File: config.mk
export PLATFORM = sky130hd
export DESIGN_NAME = cond_branch_seq
export DESIGN_NICKNAME = d
export VERILOG_FILES = /design/src/rtl/bseq_pkg.sv /design/src/rtl/bseq_rst_sync.sv /design/src/rtl/bseq_phase.sv /design/src/rtl/bseq_decode.sv /design/src/rtl/bseq_target.sv /design/src/rtl/cond_branch_seq.sv
export SDC_FILE = /design/constraint.sdc
export NUM_CORES = 1
export LEC_CHECK = 0
export BUFFER_PORTS_ARGS = -buffer_cell sky130_fd_sc_hd__buf_2
export CAP_MARGIN = 20
export CORE_UTILIZATION = 39
export DETAILED_ROUTE_END_ITERATION = 10
export PLACE_DENSITY_LB_ADDON = 0.25
export SETUP_SLACK_MARGIN = 0.1
export SKIP_LAST_GASP = 1
export SLEW_MARGIN = 20
export SYNTH_ARGS = -nofsm -noshare
export SYNTH_HDL_FRONTEND = slang
export SYNTH_HIERARCHICAL = 1
export SYNTH_SLANG_ARGS = --single-unit
File: constraint.sdc
create_clock -name clk -period 4.2 [get_ports clk]
set_clock_uncertainty 0.15 [all_clocks]
set_input_delay 0.21 -clock clk [delete_from_list [all_inputs] [get_ports clk]]
set_output_delay 0.21 -clock clk [all_outputs]
set_load 0.01 [all_outputs]
File: src/rtl/bseq_pkg.sv
package bseq_pkg;

  typedef enum logic [1:0] {
    PH_Q1 = 2'd0,
    PH_Q2 = 2'd1,
    PH_Q3 = 2'd2,
    PH_Q4 = 2'd3
  } phase_e;

  typedef enum logic [1:0] {
    COND_NONE = 2'd0,
    COND_NZ   = 2'd1,
    COND_NOV  = 2'd2
  } cond_e;

  localparam int unsigned OPC_W = 8;
  localparam logic [OPC_W-1:0] OPC_BR_NZ  = 8'hE1;
  localparam logic [OPC_W-1:0] OPC_BR_NOV = 8'hE5;

endpackage

File: src/rtl/bseq_rst_sync.sv
module bseq_rst_sync #(
  parameter int unsigned STAGES = 2
) (
  input  logic clk,
  input  logic rst_n,
  output logic rst_sync_n
);
  logic [STAGES-1:0] sync_q;
  logic [STAGES-1:0] sync_d;

  always_comb begin
    sync_d = {sync_q[STAGES-2:0], 1'b1};
  end

  always_ff @(posedge clk or negedge rst_n) begin
    if (!rst_n) sync_q <= '0;
    else        sync_q <= sync_d;
  end

  assign rst_sync_n = sync_q[STAGES-1];
endmodule

File: src/rtl/bseq_phase.sv
module bseq_phase
  import bseq_pkg::*;
(
  input  logic   clk,
  input  logic   rst_n,
  output phase_e phase
);
  phase_e ph_q;
  phase_e ph_d;

  always_comb begin
    unique case (ph_q)
      PH_Q1:   ph_d = PH_Q2;
      PH_Q2:   ph_d = PH_Q3;
      PH_Q3:   ph_d = PH_Q4;
      default: ph_d = PH_Q1;
    endcase
  end

  always_ff @(posedge clk or negedge rst_n) begin
    if (!rst_n) ph_q <= PH_Q1;
    else        ph_q <= ph_d;
  end

  assign phase = ph_q;


  wrap_to_q1_chk: assert property (@(posedge clk) disable iff (!rst_n)
    (ph_q == PH_Q4) |=> (ph_q == PH_Q1));
endmodule

File: src/rtl/bseq_decode.sv
module bseq_decode
  import bseq_pkg::*;
#(
  parameter int unsigned IW = 16
) (
  input  logic [IW-1:0] word,
  output cond_e         cond
);
  logic [OPC_W-1:0] opc;

  assign opc = word[IW-1 -: OPC_W];

  always_comb begin
    if (opc == OPC_BR_NZ)       cond = COND_NZ;
    else if (opc == OPC_BR_NOV) cond = COND_NOV;
    else                        cond = COND_NONE;
  end
endmodule

File: src/rtl/bseq_target.sv
module bseq_target #(
  parameter int unsigned PC_W  = 21,
  parameter int unsigned OFS_W = 8
) (
  input  logic [PC_W-1:0]  pc_cur,
  input  logic [OFS_W-1:0] ofs,
  output logic [PC_W-1:0]  seq_pc,
  output logic [PC_W-1:0]  target
);
  localparam int unsigned EXT_W = PC_W - OFS_W - 1;

  logic [PC_W-1:0] step;
  logic [PC_W-1:0] disp;
  logic [PC_W-1:0] sum;

  assign step   = PC_W'(2);
  assign seq_pc = pc_cur + step;
  assign disp   = {{EXT_W{ofs[OFS_W-1]}}, ofs, 1'b0};
  assign sum    = seq_pc + disp;
  assign target = {sum[PC_W-1:1], 1'b0};
endmodule

File: src/rtl/cond_branch_seq.sv
module cond_branch_seq
  import bseq_pkg::*;
#(
  parameter int unsigned PC_W  = 21,
  parameter int unsigned IW    = 16,
  parameter int unsigned OFS_W = 8
) (
  input  logic            clk,
  input  logic            rst_n,
  input  logic [IW-1:0]   instr_word,
  input  logic            zero_flag,
  input  logic            ovf_flag,
  output logic [1:0]      phase,
  output logic [PC_W-1:0] pc,
  output logic [PC_W-1:0] pc_next,
  output logic            pc_wr,
  output logic            flush,
  output logic            busy
);
  logic rst_i_n;
  phase_e ph;
  cond_e  cond;

  logic [IW-1:0]    instr_q, instr_d;
  logic [OFS_W-1:0] ofs_q, ofs_d;
  logic             taken_q, taken_d;
  logic             busy_q, busy_d;
  logic [PC_W-1:0]  pc_q, pc_d;
  logic [PC_W-1:0]  seq_pc, target;

  logic cap_en, ofs_en, dec_en, end_en;

  bseq_rst_sync #(.STAGES(2)) i_rst (
    .clk(clk), .rst_n(rst_n), .rst_sync_n(rst_i_n));

  bseq_phase i_phase (.clk(clk), .rst_n(rst_i_n), .phase(ph));

  bseq_decode #(.IW(IW)) i_dec (.word(instr_q), .cond(cond));

  bseq_target #(.PC_W(PC_W), .OFS_W(OFS_W)) i_tgt (
    .pc_cur(pc_q), .ofs(ofs_q), .seq_pc(seq_pc), .target(target));

  // clock enables, one per phase; capture is blocked during the idle cycle
  assign cap_en = (ph == PH_Q1) && !busy_q;
  assign ofs_en = (ph == PH_Q2) && !busy_q;
  assign dec_en = (ph == PH_Q3) && !busy_q;
  assign end_en = (ph == PH_Q4);

  always_comb begin
    instr_d = cap_en ? instr_word : instr_q;
    ofs_d   = ofs_en ? instr_q[OFS_W-1:0] : ofs_q;
    taken_d = taken_q;
    if (dec_en) begin
      unique case (cond)
        COND_NZ:  taken_d = !zero_flag;
        COND_NOV: taken_d = !ovf_flag;
        default:  taken_d = 1'b0;
      endcase
    end
    if (busy_q)       pc_next = pc_q;
    else if (taken_q) pc_next = target;
    else              pc_next = seq_pc;
    pc_d   = end_en ? pc_next : pc_q;
    busy_d = end_en ? (!busy_q && taken_q) : busy_q;
  end

  always_ff @(posedge clk or negedge rst_i_n) begin
    if (!rst_i_n) begin
      instr_q <= '0;
      ofs_q   <= '0;
      taken_q <= 1'b0;
      busy_q  <= 1'b0;
      pc_q    <= '0;
    end else begin
      instr_q <= instr_d;
      ofs_q   <= ofs_d;
      taken_q <= taken_d;
      busy_q  <= busy_d;
      pc_q    <= pc_d;
    end
  end

  assign phase = ph;
  assign pc    = pc_q;
  assign pc_wr = end_en && !busy_q && taken_q;
  assign busy  = busy_q;
  assign flush = busy_q;


  wr_phase_chk: assert property (@(posedge clk) disable iff (!rst_i_n)
    pc_wr |-> (phase == 2'd3) && !busy);


  wr_then_idle_chk: assert property (@(posedge clk) disable iff (!rst_i_n)
    pc_wr |=> busy && flush && (phase == 2'd0));


  idle_keeps_pc_chk: assert property (@(posedge clk) disable iff (!rst_i_n)
    (busy && phase == 2'd3) |=> !busy && $stable(pc));


  seq_step_chk: assert property (@(posedge clk) disable iff (!rst_i_n)
    (phase == 2'd3 && !busy && !pc_wr) |=> (pc == $past(pc) + PC_W'(2)));


  pc_hold_chk: assert property (@(posedge clk) disable iff (!rst_i_n)
    (phase != 2'd3) |=> $stable(pc));


  pc_even_chk: assert property (@(posedge clk) disable iff (!rst_i_n)
    !pc[0] && !pc_next[0]);


  always_comb begin
    if (!rst_n) rst_quiet_chk: assert (!pc_wr && !busy && !flush);
  end
endmodule

Yosys cells after proc, flatten, opt, wreduce, memory -nomap -nowiden --
Index checks and enable logic that the tools add are counted.
Operators by class: add/subtract/negate cells 2, mux-type cells 6, eq/ne operators 7, reductions and logical operators 10
Operators with widths (number):
- $mux 21 | 2
- $add 21x2->21 const B | 1
- $add 21x21->21 | 1
- $eq 8x8->1 const B | 2
- $eq 2x2->1 const B | 3
- $logic_and 1x1->1 | 6
- $pmux 2 s3 | 1
- $eq 2x1->1 const B | 2
- $mux 2 | 2
- $logic_not 1->1 | 3
- $logic_not 2->1 | 1
- $pmux 1 s2 | 1
Word-level totals: word-level logic and storage cells 32, output and inout port bits 47, bits of input ports 20, bits in registers 51

Longest topological paths before layout --
Gate-level depths: netlist of run 1.
depth after elaboration 5, mapped depth 14, mapped depth without buffers 14

By module --
Netlist of run 1, hierarchy kept.
By module, submodules not included:
- cond_branch_seq | times used 1, area each 2342.2 um2, seq. area each 1176.1 um2, cells each 160
- bseq_target | times used 1, area each 1306.3 um2, seq. area each 0.0 um2, cells each 176
- bseq_phase | times used 1, area each 105.1 um2, seq. area each 50.0 um2, cells each 8
- bseq_rst_sync | times used 1, area each 53.8 um2, seq. area each 50.0 um2, cells each 3
- bseq_decode | times used 1, area each 31.3 um2, seq. area each 0.0 um2, cells each 5

Worst setup path after synthesis of run 1 --
OpenSTA, ideal clock, no wires.
path type register -> output, from register pc_q[1], in the netlist pc[1], to output port pc_next[18], arrival time 3155 ps, data required time 3840 ps, path slack 685 ps, buffers on the path 0, stages on the path, launching flop included 15, path through dfrtp_1 -> ha_1 -> nand2_1 -> nor2_1 -> nand2_1 -> xnor2_1 -> ha_1 -> nor3_1 -> a211o_1 -> or3b_4 -> o211ai_2 -> o211ai_1 -> xnor2_1 -> mux2_2 -> mux2_2
On the way: cells in the longest elaborated chain, start to end 4
Ends and longest elaborated chain:
- start: declaration | RTL line cond_branch_seq.sv:28 | logic [PC_W-1:0] pc_q, pc_d;
- start signal: assignment | RTL line cond_branch_seq.sv:79 | pc_q <= pc_d;
- $add 21x2->21 | RTL line bseq_target.sv:17 | assign seq_pc = pc_cur + step;
- named net seq_pc[9] | RTL line cond_branch_seq.sv:29 | logic [PC_W-1:0] seq_pc, target;
- $add 21x21->21 | RTL line bseq_target.sv:19 | assign sum = seq_pc + disp;
- named net target[18] | RTL line cond_branch_seq.sv:29
- $mux 21 | RTL line cond_branch_seq.sv:61 | else if (taken_q) pc_next = target;
- $mux 21 | RTL line cond_branch_seq.sv:60 | if (busy_q) pc_next = pc_q;
- end: declaration | RTL line cond_branch_seq.sv:15 | output logic [PC_W-1:0] pc_next,
The timed path passes the listed nets, and every way through them passes these cells.

Final worst setup path of run 1 --
from register pc_q[1], in the netlist pc[1], to output port pc_next[19]
Same word-level chain as after synthesis.

==> run_results.csv, run 1 <==
group,metric,value,unit
grt,gr-usage-met3,2.97,%
routing,vias,3067,
status,outcome,"complete, no violations",
sta,hold_viol_final,0,
sta,tightest_slew,1.06,ns
clocking,clk-insertion-delay-late,0.31,ns
sta,fmax,251,MHz
grt,grt_pass1_vias,2992,
floorplanning,core,0.00937,mm^2
setup_path,cp.arrival,3.62,ns
cells_and_area,seq_area,0.00129,mm^2
hold_path,holdCritPathClass,"input pin to flip-flop",
clocking,numCtsBuffers,5,
pwr,p_sw_share,26.1,%
routing,drc,0,
placed_design,place_ws,0.185,ns
setup_path,crit_type,"flip-flop to primary output",
floorplanning,die_area,0.0102,mm^2
job,cap_violations,0,
logic_synthesis,synthFlopType,"dfrtp_1",
cells_and_area,diodes,0,
routing,wirelength,9040,um
pwr,peakVddDrop,0.134,mV
logic_synthesis,synth_cell_type_count,49,
logic_synthesis,synth_top_area_share,33.2,%
logic_synthesis,synth_edf_count,0,
logic_synthesis,synthTopCellsByArea,"dfrtp_1 33%, mux2_2 26%, ha_1 8.5%, xnor2_1 5.2%, xor2_1 2.7%",
cells_and_area,mostFrequentLayoutCell,"mux2_2",
logic_synthesis,seq_area_frac_synth,33.2,%
pwr,switchingPower,0.000242,W
pwr,p_leak,2.31,nW
floorplanning,io_pins,67,
sta,tns,0,ns
floorplanning,rows,35,
clocking,cts.path.max_buffers,2,
pwr,power.total,0.000926,W
grt,grt_most_used_layer,"met2",
grt,grt_max_degree,50,
floorplanning,dieHeight,101,um
sta,setup_slack,0.219,ns
grt,grt_usage,18.2,%
placed_design,dp_hpwl,6590,um
clocking,h-tree-depth,2,
clocking,clock_sinks,51,
floorplanning,start_util,41.0,%
grt,use_met1,23.8,%
sta,period_needed,3.98,ns
cells_and_area,multi_input_comb_area,0.00260,mm^2
sta,timing.final.crit_share,94.8,%
grt,grt_first_pass_wirelength,14600,um
placed_design,port-buffer-count,66,
routing,avgRoutedWirePerCell,15.5,um
routing,vias_per_cell,5.27,
clocking,clk_pin_slew,0.10,ns
grt,grt.overflow.total,0,
logic_synthesis,avgSynthCellArea,10.9,um^2
pwr,p_int,0.000684,W
grt,antenna_found_initial,0,
logic_synthesis,synth_area,0.00384,mm^2
logic_synthesis,synthesis.nets,399,
cells_and_area,area_growth,26.8,%
pwr,power_frac_comb,11.1,%
routing,firstDrtPassIters,4,
clocking,cts_root_buffer,"clkbuf_8",
sta,slew_headroom,29.2,%
cells_and_area,layout_common_cells,"86 x mux2_2, 66 x buf_2, 44 x dfrtp_1",
routing,drtIter0Drc,82,
clocking,cts_tree,"built",
cells_and_area,utilization,51.9,%
setup_path,path_max_fanout,5,
routing,ant_nets,0,
cells_and_area,n_fill_cell,864,
sta,setup_viol,0,
setup_path,startpoint_type,"flip-flop",
logic_synthesis,synthArstFlopShare,100,%
sta,rsz0062_at_grt,"true",
setup_path,end_kind,"primary output",
grt,gr-usage-met2,31.1,%
cells_and_area,final_nets,499,
setup_path,critical_path_required,3.84,ns
cells_and_area,drive_above_1_share,49.9,%
pwr,pwr_density_cell,190,mW/mm^2
placed_design,place_congestion,0.895,
logic_synthesis,synth_top_area_cell,"dfrtp_1",
logic_synthesis,synth_seq_cells,51,
logic_synthesis,ys_warn_count,6,
floorplanning,die_w,101,um
logic_synthesis,synth_cells,352,
pwr,power_frac_seq,56.6,%
sta,slew_viol_final,0,
pwr,p_clk_share,32.3,%
path summary, 6_finish.rpt:
check                           cells after the start             from  slack, ns              end
worst max-delay path                               13            pc[1]       0.22      pc_next[19]
worst min-delay path                                2    instr_word[4]       0.02       instr_q[4]
worst max register to register                     11            pc[1]       0.78           pc[14]
worst min register to register                      0  i_rst/sync_q[1]       0.21       instr_q[8]
max in group asynchronous                           0  i_rst/sync_q[1]       3.23           pc[11]
min in group asynchronous                           2            rst_n       0.05  i_rst/sync_q[1]
state kept, by name, summed over array words and instances, names as in the netlist:
register       cells
i_rst/sync_q       2
instr_q           16
pc                21
taken_q            1
i_phase/phase      2
busy               1
ofs_q              8
worst max-delay path, stage by stage (launching register included):
cell and delay (ns):
dfrtp_1 0.42, ha_2 0.22, buf_4 0.14, xor2_1 0.21, ha_1 0.35, a211oi_2 0.32
o21ai_1 0.15, a41o_1 0.31, a21oi_2 0.21, o21ai_0 0.15, xor2_1 0.16, mux2_2 0.28
mux2_2 0.27, buf_2 0.14
power by group through the flow:
stage                     Combinational, W  Clock, W  Sequential, W
after floorplan                  0.0000594         0       0.000528
after global placement           0.0000794         0       0.000533
after detailed placement         0.0000810         0       0.000534
after CTS                        0.0000950  0.000314       0.000524
after global routing              0.000112  0.000330       0.000528
final                             0.000102  0.000299       0.000524
logic make-up (layout without fill, tap and decap cells):
| logic type | count (synthesis) | after routing | synth area share, % |
|---|---|---|---|
| muxes | 87 | 87 | 25.5 |
| and+or+nand+nor | 72 | 72 | 11.1 |
| AOI/OAI and AO/OA | 53 | 53 | 9.68 |
| DFF | 51 | 51 | 33.2 |
| xor gates and xnor gates | 35 | 35 | 7.99 |
| adders and majority gates | 27 | 27 | 9.00 |
| buffers and inverters | 25 | 126 | 3.26 |
| other | 2 | 2 | 0.196 |
per-layer routing:
layer	vias to the layer above	routed length, um
met4	0	123
met5	-	0
met2	52	4520
met1	1503	4140
met3	10	252
li1	1502	-
layout make-up:
type	count	area share [%]
clock buffers	5	1.41
clock inverters	3	0.566
inverters	12	0.925
multi-input cells	276	53.5
flip-flops and latches	51	26.5
well taps	129	3.32
repair buffers	106	13.9
cells in the mapped netlist, types with 8 or more instances:
cell     instances
a21o_1           8
a21oi_1         10
dfrtp_1         51
ha_1            26
inv_1           12
mux2_2          87
nand2_1         18
nand3_1          9
nor2_1           9
o21ai_0         10
xnor2_1         23
xor2_1          12
timing repair:
item                                    CTS  global route
gates resized for setup                   9            34
endpoints found under the setup margin    9             9
endpoints found under the hold margin    17             0
hold buffers                             16             0
setup buffers                             6            10
pin swaps                                 2            12
per-stage QoR:
| stage | instance area [um^2] | hold WS [ns] | std cells |
|---|---|---|---|
| after floorplan | 3840 | -0.236 | 352 |
| after global placement | 4310 | -0.155 | 542 |
| after detailed placement | 4310 | -0.154 | 542 |
| after CTS | 4650 | 0.00811 | 572 |
| after global routing | 4870 | 0.00309 | 582 |
| final | 4870 | 0.0176 | 582 |
No activity file was read; power rests on OpenSTA's default activity.
==> run 2, diff against run 1 <==
--- a/config.mk
+++ b/config.mk
@@ -5,10 +5,10 @@
 export SDC_FILE = /design/constraint.sdc
 export NUM_CORES = 1
 export LEC_CHECK = 0
-export BUFFER_PORTS_ARGS = -buffer_cell sky130_fd_sc_hd__buf_2
 export CAP_MARGIN = 20
 export CORE_UTILIZATION = 39
 export DETAILED_ROUTE_END_ITERATION = 10
+export DONT_BUFFER_PORTS = 1
 export PLACE_DENSITY_LB_ADDON = 0.25
 export SETUP_SLACK_MARGIN = 0.1
 export SKIP_LAST_GASP = 1
==> run 2 against run 1 <==
First-iteration DRC count down 7.3%. Non-clock buffer count down 68. Core utilization down 3.7 points. Count of clock-buffer cells in the layout unchanged. Hold slack better by 0.031 ns. Routed wire length down 4.1%. Setup slack better by 0.057 ns. Sequential share of layout area up 2.1 points. Clock power up 8.7%. Critical endpoint is now pc_next[20]. Highest routed layer unchanged.
==> run_results.csv, run 2 (synthesis results as in run 1) <==
group,metric,value,unit
status,outcome,"complete, no violations",
cells_and_area,largest_register_ff_count,21,
setup_path,critPathBufInv,0,
grt,grt_usage,17.7,%
setup_path,slowest_delay,0.50,ns
grt,grt.overflow.total,0,
floorplanning,start_util,41.0,%
sta,slew_viol_final,0,
floorplanning,dieHeight,101,um
cells_and_area,final_nets,431,
pwr,pwr_density_cell,208,mW/mm^2
pwr,power.total,0.000940,W
grt,grt_pass1_vias,2766,
routing,vias_per_cell,5.41,
clocking,cts_root_buffer,"clkbuf_8",
cells_and_area,layout_common_cells,"87 x mux2_2, 44 x dfrtp_1, 21 x ha_1",
cells_and_area,area_growth,17.7,%
routing,drc,0,
sta,period_needed,3.92,ns
cells_and_area,multi_input_comb_area,0.00259,mm^2
setup_path,cp.arrival,3.56,ns
routing,drtIter0Drc,76,
pwr,p_leak,2.00,nW
grt,grt_max_degree,50,
setup_path,end_kind,"primary output",
setup_path,startpoint_type,"flip-flop",
pwr,peakVddDrop,0.175,mV
clocking,numCtsBuffers,5,
sta,tns,0,ns
job,cap_violations,0,
sta,timing.final.crit_share,93.4,%
routing,vias,2782,
clocking,h-tree-depth,2,
setup_path,crit_type,"flip-flop to primary output",
cells_and_area,seq_area,0.00129,mm^2
grt,antenna_found_initial,0,
hold_path,holdCritPathClass,"input pin to flip-flop",
clocking,clk-insertion-delay-late,0.31,ns
cells_and_area,n_fill_cell,878,
routing,ant_nets,0,
floorplanning,die_area,0.0102,mm^2
routing,wirelength,8670,um
setup_path,cp_cell_sequence,"ha_4 > nand2_1 > nor2_4 > nand2_2 > xnor2_2 > ha_4 > nor3_1 > a211o_1 > or3b_4 > o211ai_2 > o211ai_1 > xnor2_1 > mux2_2 > mux2_2",
setup_path,critical_path_required,3.84,ns
floorplanning,core,0.00937,mm^2
floorplanning,die_w,101,um
placed_design,place_congestion,0.878,
floorplanning,io_pins,67,
clocking,clk_pin_slew,0.12,ns
clocking,clock_sinks,51,
cells_and_area,drive_above_1_share,39.2,%
cells_and_area,utilization,48.2,%
sta,tightest_slew,0.996,ns
setup_path,path_max_fanout,6,
placed_design,dp_hpwl,6130,um
sta,setup_viol,0,
setup_path,critical-path-top-delay-family,"simple AND/OR/NAND/NOR gates",
sta,fmax,255,MHz
routing,avgRoutedWirePerCell,16.9,um
grt,grt_first_pass_wirelength,14200,um
sta,slew_headroom,33.6,%
routing,firstDrtPassIters,4,
clocking,cts_tree,"built",
cells_and_area,diodes,0,
placed_design,port-buffer-count,0,
sta,hold_viol_final,0,
setup_path,cp_slowest_cell,"dfrtp_2",
sta,rsz0062_at_grt,"false",
clocking,cts.path.max_buffers,2,
cells_and_area,mostFrequentLayoutCell,"mux2_2",
floorplanning,rows,35,
[run 2: cell types whose count changed in the layout (fill, tap and decap cells not counted), sizes merged]
cell         delta
inv             +1
dlygate4sd3     +2
clkinvlp        -1
buf            -70
[run 2: where the power goes]
group	switching [W]	internal [W]
clock	0.000198	0.000127
combinational	0.0000399	0.0000505
sequential	0.0000204	0.000504
[run 2: tightest hold or removal path, delay by kind of cell]
family,cells,cell delay [ns]
compound gates,2,0.24
buf+inv,1,0.03
[run 2: path summary, 6_finish.rpt]
kind / from / end / slack [ns] / cells past startpoint
max: pc[1] / pc_next[20] / 0.28 / 14
min: zero_flag / taken_q / 0.05 / 3
max reg2reg: pc[1] / pc[20] / 0.73 / 14
min reg2reg: i_rst/sync_q[1] / ofs_q[3] / 0.22 / 0
max in group asynchronous: i_rst/sync_q[1] / pc[10] / 3.22 / 0
min in group asynchronous: i_rst/sync_q[1] / ofs_q[3] / 0.22 / 0
[run 2: metrics by stage]
stage | hold slack (ns) | instance area [um^2] | setup slack [ns] | instances
finish | 0.0490 | 4520 | 0.276 | 514
global route | 0.0616 | 4520 | 0.0818 | 514
CTS | 0.0309 | 4310 | 0.124 | 505
detailed placement | -0.236 | 4000 | 0.214 | 478
global placement | -0.236 | 4000 | 0.261 | 478
floorplan | -0.236 | 3840 | 0.685 | 352
[run 2: metal layers]
layer	up-vias	track usage, %	part of all wire [%]
met5	-	0	0
met4	0	3.01	0.47
met3	4	3.24	2.9
met2	42	29.4	49
met1	1378	24.5	47
li1	1358	-	-
[run 2: cell type report]
cell class                 instances  area share (%)
inverter                          12           0.997
sequential                        51            28.5
timing repair buffer              38            7.31
tap                              129            3.57
clock buffer                       5            1.52
clock inverter                     3           0.748
multi-input combinational        276            57.3
[run 2: repair_timing]
action | 4_1_cts | 5_1_grt
setup buffers | 1 | 9
resized for setup | 10 | 26
hold buffers | 18 | 0
setup endpoints to repair | 9 | 9
pin swaps | 1 | 15
hold endpoints to repair | 18 | 0
==> run 3, diff against run 2 <==
==> constraint.sdc (replaced) <==
create_clock -name clk -period 4.2 [get_ports clk]
set_clock_uncertainty 0.15 [all_clocks]
set_input_delay 0.63 -clock clk [delete_from_list [all_inputs] [get_ports clk]]
set_output_delay 0.63 -clock clk [all_outputs]
set_load 0.01 [all_outputs]
==> run 3 against run 2 <==
The run now ends with negative setup slack left. Non-clock buffer count up 8. Register-to-register slack about the same. Global-route usage up 0.37 points. Die area unchanged. Power down 0.41%. Sequential share of layout area down 1.6 points. Highest routed layer unchanged.
==> run_results.csv, run 3 (synthesis results as in run 1) <==
group,metric,value,unit
sta,slew_headroom,26.5,%
sta,timing.final.crit_share,102,%
sta,period_needed,4.28,ns
clocking,cts_root_buffer,"clkbuf_8",
placed_design,place_congestion,0.866,
setup_path,critical-path-top-delay-family,"simple AND/OR/NAND/NOR gates",
clocking,cts.path.max_buffers,2,
grt,grt_pass1_vias,2876,
sta,fmax,234,MHz
cells_and_area,seq_area,0.00128,mm^2
grt,grt_max_degree,50,
floorplanning,rows,35,
sta,rsz0062_at_grt,"true",
setup_path,path_max_fanout,4,
sta,holdWs,0.217,ns
cells_and_area,layout_common_cells,"73 x mux2_2, 48 x dfrtp_1, 39 x buf_4",
sta,setup_slack,-0.0816,ns
floorplanning,io_pins,67,
grt,grt_first_pass_wirelength,14400,um
routing,avgRoutedWirePerCell,17.8,um
floorplanning,die_w,101,um
cells_and_area,area_growth,24.1,%
sta,tightest_slew,1.10,ns
pwr,peakVddDrop,0.139,mV
sta,slew_viol_final,0,
placed_design,port-buffer-count,0,
routing,drtIter0Drc,120,
routing,ant_nets,0,
floorplanning,core,0.00937,mm^2
routing,vias_per_cell,5.42,
setup_path,startpoint_type,"flip-flop",
setup_path,cp_cell_sequence,"buf_6 > ha_4 > nand2_4 > nor2_4 > buf_6 > nand3_4 > xnor2_4 > ha_4 > and4_4 > or3b_4 > o211ai_2 > o211ai_1 > xnor2_1 > mux2_4 > mux2_4",
pwr,p_leak,2.14,nW
routing,vias,2827,
setup_path,end_kind,"primary output",
sta,setup_viol,6,
cells_and_area,mostFrequentLayoutCell,"mux2_2",
grt,grt.overflow.total,0,
job,cap_violations,0,
setup_path,critPathBufInv,2,
clocking,clk-insertion-delay-late,0.32,ns
setup_path,crit_type,"flip-flop to primary output",
clocking,h-tree-depth,2,
cells_and_area,largest_register_ff_count,21,
grt,antenna_found_initial,0,
clocking,cts_tree,"built",
floorplanning,start_util,41.0,%
routing,firstDrtPassIters,4,
status,violations,"negative setup slack",
setup_path,cp_slowest_cell,"or3b_4",
clocking,numCtsBuffers,5,
setup_path,cp.arrival,3.50,ns
placed_design,dp_hpwl,6470,um
clocking,clk_pin_slew,0.12,ns
setup_path,slowest_delay,0.41,ns
placed_design,place_area,0.00412,mm^2
floorplanning,dieHeight,101,um
cells_and_area,design_area,0.00476,mm^2
routing,wirelength,9320,um
status,outcome,"finished with violations",
sta,hold_viol_final,0,
cells_and_area,n_fill_cell,869,
clocking,clock_sinks,51,
pwr,pwr_density_cell,197,mW/mm^2
cells_and_area,diodes,0,
cells_and_area,multi_input_comb_area,0.00281,mm^2
cells_and_area,final_nets,439,
setup_path,critical_path_required,3.42,ns
hold_path,holdCritPathClass,"flip-flop to async pin",
floorplanning,die_area,0.0102,mm^2
cells_and_area,drive_above_1_share,49.1,%
routing,drc,0,
grt,grt_usage,18.1,%
## run 3: cell count changes in the layout (fill, tap and decap cells not counted), sizes merged
| cell | delta |
|---|---|
| clkinv | -1 |
| buf | +25 |
| dlygate4sd3 | -17 |
| inv | +1 |
## run 3: layout make-up
class / instances / share of cell area (%)
Clock buffer: 5 / 1.45
Clock inverter: 3 / 0.604
Inverter: 12 / 0.946
Multi-Input combinational cell: 276 / 58.9
Sequential cell: 51 / 26.9
Tap cell: 129 / 3.39
Timing Repair Buffer: 46 / 7.78
## run 3: what timing repair did
item,CTS,global route
setup buffers,10,8
resized for setup,34,47
endpoints found under the hold margin,2,0
setup endpoints to repair,9,12
pin swaps,17,34
hold buffers,1,0
## run 3: final timing paths
check | start | endpoint | slack (ns) | depth (start not counted)
setup reg to reg | pc[7] | pc[17] | 0.72 | 13
setup / recovery | pc[1] | pc_next[18] | -0.08 | 15
max in group asynchronous | i_rst/sync_q[1] | pc[2] | 3.23 | 0
hold reg to reg | i_rst/sync_q[1] | instr_q[0] | 0.22 | 0
hold / removal | i_rst/sync_q[1] | instr_q[0] | 0.22 | 0
min in group clk | i_rst/sync_q[0] | i_rst/sync_q[1] | 0.22 | 0
## run 3: through the flow
step	utilization, %	setup slack, ns	power, W	TNS [ns]	instances
after global routing	50.8	-0.228	0.000976	-1.35	522
after global placement	44.0	0.128	0.000606	0	495
after detailed placement	44.0	0.105	0.000608	0	495
after CTS	47.6	-0.0878	0.000940	-0.431	514
final	50.8	-0.0816	0.000936	-0.197	522
after floorplan	-	0.265	0.000587	0	352
## run 3: layer usage
metal  track usage [%]  up-vias  share of wire (%)
met1              22.7     1396                 44
met4              4.68        0                1.3
met5                 0        -                  0
li1                  -     1369                  -
met3              3.66       10                4.2
met2              31.7       52                 50
## run 3: power breakdown
| group | leakage [nW] | internal, W | total, W | switching, W |
|---|---|---|---|---|
| registers | 0.632 | 0.000504 | 0.000522 | 0.0000179 |
| logic | 1.46 | 0.0000475 | 0.0000915 | 0.0000440 |
| clock network | 0.0511 | 0.000126 | 0.000323 | 0.000196 |
## run 3: worst register-to-register path, delay by kind of cell (launching register included)
family	cells	cell delay [ns]
multiplexers	2	0.53
AO/OA/AOI/OAI	5	1.01
AND/OR/NAND/NOR	2	0.50
XOR/XNOR	1	0.24
adder cells (fa/ha/maj)	1	0.26
buffers and inverters	2	0.28
flip-flops	1	0.39
